## src/rtl/bwin_pkg.sv

```systemverilog
package bwin_pkg;
    localparam int DW          = 8;
    localparam int PKT_BYTES   = 14;
    localparam int PKT_CSUM_IX = 5;

    localparam logic [7:0] A_SWRST    = 8'h04;
    localparam logic [7:0] A_STATUS   = 8'h0E;
    localparam logic [7:0] A_BANK     = 8'h0F;
    localparam logic [7:0] A_ALIAS    = 8'h1D;
    localparam logic [7:0] A_ALIAS_EN = 8'h1E;
    localparam logic [7:0] COMMON_TOP = 8'h2F;

    localparam logic [8:0] I_PKT_FIRST = 9'h158;
    localparam logic [8:0] I_PKT_LAST  = 9'h165;
    localparam logic [8:0] I_PKT_CTL   = 9'h1CD;

    localparam logic [7:0] M_SWRST = 8'h3D;

    typedef enum logic [3:0] {
        CL_NONE, CL_SWRST, CL_STATUS, CL_BANK, CL_ALIAS,
        CL_ALIAS_EN, CL_GP, CL_PKT, CL_PKT_CTL
    } reg_class_e;

    typedef struct packed {
        logic [7:0]             swrst;
        logic                   bank;
        logic [6:0]             alias_addr;
        logic                   alias_en;
        logic [1:0]             pkt_ctl;
        logic [PKT_BYTES*8-1:0] pkt;
        logic [7:0]             rdata;
        logic                   err;
    } win_state_t;
endpackage

```

## src/rtl/bwin_decode.sv

```systemverilog
module bwin_decode
    import bwin_pkg::*;
#(
    parameter int GP_DEPTH = 208
) (
    input  logic [7:0] addr_i,
    input  logic       bank_i,
    output reg_class_e cls_o,
    output logic [7:0] off_o
);
    localparam int GP_FIRST = int'(COMMON_TOP) + 1;
    localparam int GP_LIMIT = GP_FIRST + GP_DEPTH;

    logic [8:0] iaddr;
    logic [8:0] pkt_diff;

    always_comb begin
        iaddr    = (addr_i <= COMMON_TOP) ? {1'b0, addr_i} : {bank_i, addr_i};
        pkt_diff = iaddr - I_PKT_FIRST;
        cls_o    = CL_NONE;
        off_o    = '0;
        if (addr_i <= COMMON_TOP) begin
            case (addr_i)
                A_SWRST:    cls_o = CL_SWRST;
                A_STATUS:   cls_o = CL_STATUS;
                A_BANK:     cls_o = CL_BANK;
                A_ALIAS:    cls_o = CL_ALIAS;
                A_ALIAS_EN: cls_o = CL_ALIAS_EN;
                default:    cls_o = CL_NONE;
            endcase
        end else if (!iaddr[8]) begin
            if (int'(addr_i) >= GP_FIRST && int'(addr_i) < GP_LIMIT) begin
                cls_o = CL_GP;
                off_o = addr_i - 8'(GP_FIRST);
            end
        end else if (iaddr >= I_PKT_FIRST && iaddr <= I_PKT_LAST) begin
            cls_o = CL_PKT;
            off_o = pkt_diff[7:0];
        end else if (iaddr == I_PKT_CTL) begin
            cls_o = CL_PKT_CTL;
        end
    end
endmodule

```

## src/rtl/bwin_sync.sv

```systemverilog
module bwin_sync #(
    parameter int WIDTH  = 2,
    parameter int STAGES = 2
) (
    input  logic             clk,
    input  logic             rst_n,
    input  logic [WIDTH-1:0] d_i,
    output logic [WIDTH-1:0] q_o
);
    if (STAGES == 0) begin : g_bypass
        assign q_o = d_i;
    end else begin : g_chain
        logic [WIDTH-1:0] stg_d [STAGES];
        logic [WIDTH-1:0] stg_q [STAGES];

        always_comb begin
            stg_d[0] = d_i;
            for (int i = 1; i < STAGES; i++) stg_d[i] = stg_q[i-1];
        end

        always_ff @(posedge clk or negedge rst_n) begin
            if (!rst_n) begin
                for (int i = 0; i < STAGES; i++) stg_q[i] <= '0;
            end else begin
                for (int i = 0; i < STAGES; i++) stg_q[i] <= stg_d[i];
            end
        end

        assign q_o = stg_q[STAGES-1];
    end
endmodule

```

## src/rtl/bwin_gp_store.sv

```systemverilog
module bwin_gp_store #(
    parameter int DEPTH = 208,
    parameter int AW    = $clog2(DEPTH)
) (
    input  logic          clk,
    input  logic          rst_n,
    input  logic          we_i,
    input  logic [AW-1:0] idx_i,
    input  logic [7:0]    wdata_i,
    output logic [7:0]    rdata_o
);
    logic [7:0] mem_d [DEPTH];
    logic [7:0] mem_q [DEPTH];
    logic       in_range;

    assign in_range = int'(idx_i) < DEPTH;

    always_comb begin
        for (int i = 0; i < DEPTH; i++) mem_d[i] = mem_q[i];
        if (we_i && in_range) mem_d[idx_i] = wdata_i;
        rdata_o = in_range ? mem_q[idx_i] : 8'h00;
    end

    always_ff @(posedge clk or negedge rst_n) begin
        if (!rst_n) begin
            for (int i = 0; i < DEPTH; i++) mem_q[i] <= '0;
        end else begin
            for (int i = 0; i < DEPTH; i++) mem_q[i] <= mem_d[i];
        end
    end
endmodule

```

## src/rtl/bwin_regwin.sv

```systemverilog
module bwin_regwin
    import bwin_pkg::*;
#(
    parameter int GP_DEPTH    = 208,
    parameter int SYNC_STAGES = 2
) (
    input  logic         clk,
    input  logic         rst_n,
    input  logic [7:0]   addr_i,
    input  logic [7:0]   wdata_i,
    input  logic         wr_en_i,
    input  logic         rd_en_i,
    output logic [7:0]   rdata_o,
    output logic         err_o,
    input  logic         hpd_i,
    input  logic         vid_stable_i,
    output logic         rst_ref_o,
    output logic         rst_apath_o,
    output logic         rst_vid_o,
    output logic         rst_aud_o,
    output logic         rst_prot_o,
    output logic [6:0]   alias_addr_o,
    output logic         alias_en_o,
    output logic         pkt_en_o,
    output logic         pkt_rpt_o,
    output logic [103:0] pkt_data_o,
    output logic [7:0]   pkt_csum_o
);
    localparam int GP_AW = $clog2(GP_DEPTH);

    win_state_t st_d, st_q;
    reg_class_e cls;
    logic [7:0] off;
    logic [1:0] stat_s;
    logic [7:0] gp_rdata;
    logic       gp_we;
    logic [7:0] rd_val;
    logic [6:0] pkt_bit;

    bwin_decode #(.GP_DEPTH(GP_DEPTH)) u_decode (
        .addr_i (addr_i),
        .bank_i (st_q.bank),
        .cls_o  (cls),
        .off_o  (off)
    );

    bwin_sync #(.WIDTH(2), .STAGES(SYNC_STAGES)) u_sync (
        .clk   (clk),
        .rst_n (rst_n),
        .d_i   ({hpd_i, vid_stable_i}),
        .q_o   (stat_s)
    );

    bwin_gp_store #(.DEPTH(GP_DEPTH)) u_gp (
        .clk     (clk),
        .rst_n   (rst_n),
        .we_i    (gp_we),
        .idx_i   (off[GP_AW-1:0]),
        .wdata_i (wdata_i),
        .rdata_o (gp_rdata)
    );

    assign pkt_bit = {off[3:0], 3'b000};

    always_comb begin
        st_d     = st_q;
        st_d.err = 1'b0;
        gp_we    = 1'b0;
        case (cls)
            CL_SWRST:    rd_val = st_q.swrst;
            CL_STATUS:   rd_val = {1'b0, stat_s[1], 1'b0, stat_s[0], 4'b0000};
            CL_BANK:     rd_val = {7'b0, st_q.bank};
            CL_ALIAS:    rd_val = {st_q.alias_addr, 1'b0};
            CL_ALIAS_EN: rd_val = {7'b0, st_q.alias_en};
            CL_GP:       rd_val = gp_rdata;
            CL_PKT:      rd_val = st_q.pkt[pkt_bit +: 8];
            CL_PKT_CTL:  rd_val = {6'b0, st_q.pkt_ctl};
            default:     rd_val = 8'h00;
        endcase
        if (rd_en_i) st_d.rdata = rd_val;
        if (wr_en_i) begin
            case (cls)
                CL_SWRST:    st_d.swrst = wdata_i & M_SWRST;
                CL_BANK:     st_d.bank = wdata_i[0];
                CL_ALIAS:    st_d.alias_addr = wdata_i[7:1];
                CL_ALIAS_EN: st_d.alias_en = wdata_i[0];
                CL_GP:       gp_we = 1'b1;
                CL_PKT:      st_d.pkt[pkt_bit +: 8] = wdata_i;
                CL_PKT_CTL:  st_d.pkt_ctl = wdata_i[1:0];
                default:     st_d.err = 1'b1;
            endcase
        end
    end

    always_ff @(posedge clk or negedge rst_n) begin
        if (!rst_n) st_q <= '0;
        else        st_q <= st_d;
    end

    assign rdata_o      = st_q.rdata;
    assign err_o        = st_q.err;
    assign rst_ref_o    = st_q.swrst[5];
    assign rst_apath_o  = st_q.swrst[4];
    assign rst_vid_o    = st_q.swrst[3];
    assign rst_aud_o    = st_q.swrst[2];
    assign rst_prot_o   = st_q.swrst[0];
    assign alias_addr_o = st_q.alias_addr;
    assign alias_en_o   = st_q.alias_en;
    assign pkt_en_o     = st_q.pkt_ctl[0];
    assign pkt_rpt_o    = st_q.pkt_ctl[1];
    assign pkt_csum_o   = st_q.pkt[PKT_CSUM_IX*8 +: 8];

    for (genvar k = 0; k < PKT_BYTES - 1; k++) begin : g_payload
        localparam int SRC = (k < PKT_CSUM_IX) ? k : k + 1;
        assign pkt_data_o[k*8 +: 8] = st_q.pkt[SRC*8 +: 8];
    end

    // an error pulse is always caused by a write in the cycle before
    p_err_after_write_r9: assert property (@(posedge clk) disable iff (!rst_n)
        err_o |-> $past(wr_en_i));

    // a write to the status offset is flagged
    p_status_write_flag_r3: assert property (@(posedge clk) disable iff (!rst_n)
        (wr_en_i && addr_i == A_STATUS) |=> err_o);

    // the bank bit moves only on a write
    p_bank_hold_r2: assert property (@(posedge clk) disable iff (!rst_n)
        !wr_en_i |=> $stable(st_q.bank));

    // read data holds when no read is strobed
    p_rdata_hold_r11: assert property (@(posedge clk) disable iff (!rst_n)
        !rd_en_i |=> $stable(rdata_o));

    // unmapped reads return zero
    p_unmapped_zero_r8: assert property (@(posedge clk) disable iff (!rst_n)
        (rd_en_i && cls == CL_NONE) |=> (rdata_o == 8'h00));

    // packet controls change only on a write to their register
    p_pkt_ctl_hold_r7: assert property (@(posedge clk) disable iff (!rst_n)
        !(wr_en_i && cls == CL_PKT_CTL) |=> $stable({pkt_en_o, pkt_rpt_o}));

    // secondary address outputs change only on a write
    p_alias_hold_r5: assert property (@(posedge clk) disable iff (!rst_n)
        !wr_en_i |=> $stable({alias_addr_o, alias_en_o}));

    // reset outputs change only on a write
    p_swrst_hold_r4: assert property (@(posedge clk) disable iff (!rst_n)
        !wr_en_i |=> $stable({rst_ref_o, rst_apath_o, rst_vid_o, rst_aud_o, rst_prot_o}));
endmodule

```

## config.mk

```make
export PLATFORM = sky130hd
export DESIGN_NAME = bwin_regwin
export DESIGN_NICKNAME = d
export VERILOG_FILES = /design/src/rtl/bwin_pkg.sv /design/src/rtl/bwin_decode.sv /design/src/rtl/bwin_sync.sv /design/src/rtl/bwin_gp_store.sv /design/src/rtl/bwin_regwin.sv
export SDC_FILE = /design/constraint.sdc
export NUM_CORES = 2
export LEC_CHECK = 0
export BUFFER_PORTS_ARGS = -buffer_cell sky130_fd_sc_hd__buf_2
export CAP_MARGIN = 30
export CORE_MARGIN = 4
export CORE_UTILIZATION = 50
export CTS_CLUSTER_DIAMETER = 40
export DETAILED_ROUTE_END_ITERATION = 7
export PLACE_DENSITY = 0.66
export SLEW_MARGIN = 0
export SYNTH_ARGS = -nofsm -noshare
export SYNTH_HDL_FRONTEND = slang
export SYNTH_SLANG_ARGS = --single-unit
```

## constraint.sdc

```tcl
create_clock -name clk -period 6.7 [get_ports clk]
set_input_delay 1.34 -clock clk [delete_from_list [all_inputs] [get_ports clk]]
set_output_delay 1.34 -clock clk [all_outputs]
set_load 0.005 [all_outputs]
```

==> flow_summary.json <==
{
  "syn_area_per_cell_um2": 12.19,
  "slew_headroom": 0.2065,
  "p_sw_frac": 0.2586,
  "internal_power_mw": 22.20,
  "hold_viol": 0,
  "synth_edf_count": 0,
  "areaGrowthSynthToFinish_pct": 16.81,
  "fp.dieH_um": 416.7,
  "total_power_mw": 29.95,
  "detail-route-antenna-nets": 0,
  "cts_tree": "built",
  "place_area_um2": 88030,
  "start_util": 0.5046,
  "num_rows": 149,
  "insertion_delay_ns": 0.95,
  "grt_pass1_vias": 63510,
  "dr.first_iter.drc_count": 7506,
  "drt_wl_total_mm": 316.2,
  "cts_root_buf": "clkbuf_16",
  "clk_pin_slew_ns": 0.05,
  "startpoint_type": "primary input",
  "pre_cts_slack_ns": 0.1525,
  "fin_ws_ns": 0.5901,
  "antenna_found_initial": 18,
  "maxCapViolations": 0,
  "synth_flop_cell": "dfrtp_1",
  "power_density_nw_per_um2": 306.9,
  "critPathMaxFanout": 103,
  "worst-setup-path-type": "in2reg",
  "cts_made_buffers": 276,
  "switching_power_mw": 7.744,
  "finClkSkew_ns": 0.05523,
  "slew_viol_final": 0,
  "p_clk_frac": 0.496,
  "final_nets": 7101,
  "routabilityCongestion": 0.9671,
  "dieArea_um2": 173700,
  "period_minus_slack_ns": 6.110,
  "postLayoutCoreUtil": 0.5894,
  "final_area_um2": 97570,
  "dr.pass1.iters": 6,
  "via_count": 64020,
  "synth_top_area_share": 0.5407,
  "cts.sinks": 1805,
  "place_hpwl_mm": 202.5,
  "setup_viol": 0,
  "cts_resized": 0,
  "htree_levels": 5,
  "synth_cells": 6855,
  "clockBufferDepth": 4,
  "synthesis.nets": 6888,
  "dp_cells": 8974,
  "drive_above_1_share": 0.3851,
  "leakage_nw": 47.18,
  "coreArea_um2": 165500,
  "wl_per_cell_um": 33.42,
  "fp.dieW_um": 416.7,
  "worst_pin_slew_ns": 1.190,
  "grt_pass1_wl_mm": 455.4,
  "finalSetupTns_ns": 0,
  "route.detailed.drc": 0,
  "synth_seq_cells": 1805,
  "clock.fmax_mhz": 163.7,
  "ctsHoldBuffers": 0,
  "num_io_pins": 158,
  "grt_overflow": 0,
  "ys_top_cells_by_area": "dfrtp_1 (54%), mux2_2 (24%), nand2_1 (3.8%)",
  "status": "finished clean",
  "viasPerCell": 6.767,
  "worst_setup_path_end_kind": "flop",
  "hold-worst-slack_ns": 0.3450,
  "hold_class": "reg2reg",
  "ys_seq_area_frac": 0.5407,
  "yosysWarnings": 0,
  "crit_arrival_ns": 6.93,
  "finalNonFillerCells": 9461,
  "p_comb_frac": 0.105,
  "rsz0062_at_grt": "false",
  "peakVddDrop_mv": 0.2987,
  "post_cts_buffers": 0,
  "p_seq_frac": 0.400,
  "io_buffers": 157,
  "synth_largest_area_cell": "dfrtp_1",
  "crit_required_ns": 7.52,
  "post-route-period-util": 0.9119,
  "ys_async_sr_fraction": 1.000,
  "ys_types": 97,
  "syn_area_um2": 83530,
  "globalRouteTotalUtil": 0.3574,
  "grt_max_degree": 186
}
-- path summary, 6_finish.rpt --
| path | endpoint | startpoint | slack [ns] | cells past startpoint |
|---|---|---|---|---|
| min | u_sync.q_o[1] | u_sync.g_chain.stg_d[1] | 0.35 | 0 |
| min in group asynchronous | u_gp.mem_q[382] | rst_n | 0.38 | 1 |
| min reg2reg | u_sync.q_o[1] | u_sync.g_chain.stg_d[1] | 0.35 | 0 |
| max | rdata_o[1] | addr_i[1] | 0.59 | 13 |
| max in group asynchronous | u_gp.mem_q[747] | rst_n | 4.46 | 3 |
| max reg2reg | rdata_o[1] | st_q[131] | 1.48 | 13 |
-- routing by layer --
layer | wire length (um) | GRT usage | part of all wire
met1 | 125600 | 0.4750 | 0.40
met4 | 20290 | 0.2000 | 0.064
met3 | 32970 | 0.1052 | 0.10
met5 | 62 | 0.0002779 | 0.00020
met2 | 137300 | 0.5257 | 0.43
-- registers in the layout, indices dropped and copies added (netlist names) --
name                  count
rst_aud_o                 1
rdata_o                   8
u_sync.g_chain.stg_d      2
alias_en_o                1
pkt_csum_o                8
alias_addr_o              7
rst_vid_o                 1
err_o                     1
u_sync.q_o                2
u_gp.mem_q             1664
pkt_rpt_o                 1
rst_prot_o                1
pkt_en_o                  1
rst_apath_o               1
st_q                      1
pkt_data_o              104
rst_ref_o                 1
-- cell usage in the layout (no fill, tap or decap), types with 14 or more instances in the layout --
cell type   instances
dfrtp_1          1805
mux2_2           1762
nand2_1           847
clkbuf_16         285
buf_4             271
a221oi_1          255
nand3_1           172
buf_2             148
o21ai_0           140
a21oi_1           137
a31oi_1           124
nor2_1            120
mux2i_1            99
o22ai_1            93
a211oi_1           66
nor3_1             61
nand4_1            49
o221ai_1           45
buf_12             44
a32oi_1            42
bufinv_16          38
nor4_1             35
a221o_1            31
clkinv_2           28
inv_1              27
o31ai_1            27
a22oi_1            27
clkbuf_8           27
and3_1             26
clkinv_4           25
clkinvlp_4         24
clkbuf_1           23
nand2_2            19
nor2_2             18
inv_6              17
a2111oi_0          16
o211ai_1           14
o2111ai_1          14
-- cell usage after synthesis, drive strengths merged (62+ instances only) --
cell and instances:
o22ai 94, buf 201, clkbuf 342, nor3 62, mux2i 99, a211oi 67, nand2 876, a21oi 147
o21ai 149, dfrtp 1805, mux2 1769, a221oi 255, a31oi 126, nor2 147, nand3 173
-- final cells by class --
class	instances	area (um^2)
clock buffer	335	7590
timing repair buffer	478	3857
clock inverter	135	1866
multi-input combinational	4477	36200
antenna	12	30.03
sequential	1805	45170
tap	2189	2739
fill	13250	67970
inverter	30	125.1
-- cell families after synthesis --
kind of cell / after synthesis / synth area share
multiplexers: 1869 / 0.2506
flip-flops: 1805 / 0.5407
AND/OR/NAND/NOR: 1431 / 0.07629
AO/OA/AOI/OAI: 1160 / 0.1011
buffers and inverters: 573 / 0.02901
adder cells (fa/ha/maj): 11 / 0.001648
XOR/XNOR: 6 / 0.0006291
-- critical path, stage by stage --
cell       delay (ns)
buf_2            0.33
or2_2            0.44
o31ai_2          0.57
nand3_2          0.45
nand2_8          0.26
buf_12           0.49
a2111oi_0        0.27
or4_1            0.60
o41ai_1          0.85
a21bo_2          0.30
a211oi_1         0.63
nand4_1          0.16
o21ai_1          0.15
-- power by group through the flow --
stage          clock [mW]  sequential, mW  combinational (mW)
6_report             14.8            12.0                3.14
5_1_grt              15.4            12.0                3.28
4_1_cts              14.9            11.9                3.06
3_5_place_dp            0            12.1                3.05
3_3_place_gp            0            12.1                3.00
2_1_floorplan           0            12.0                1.69
No activity file was read; power rests on OpenSTA's default activity.
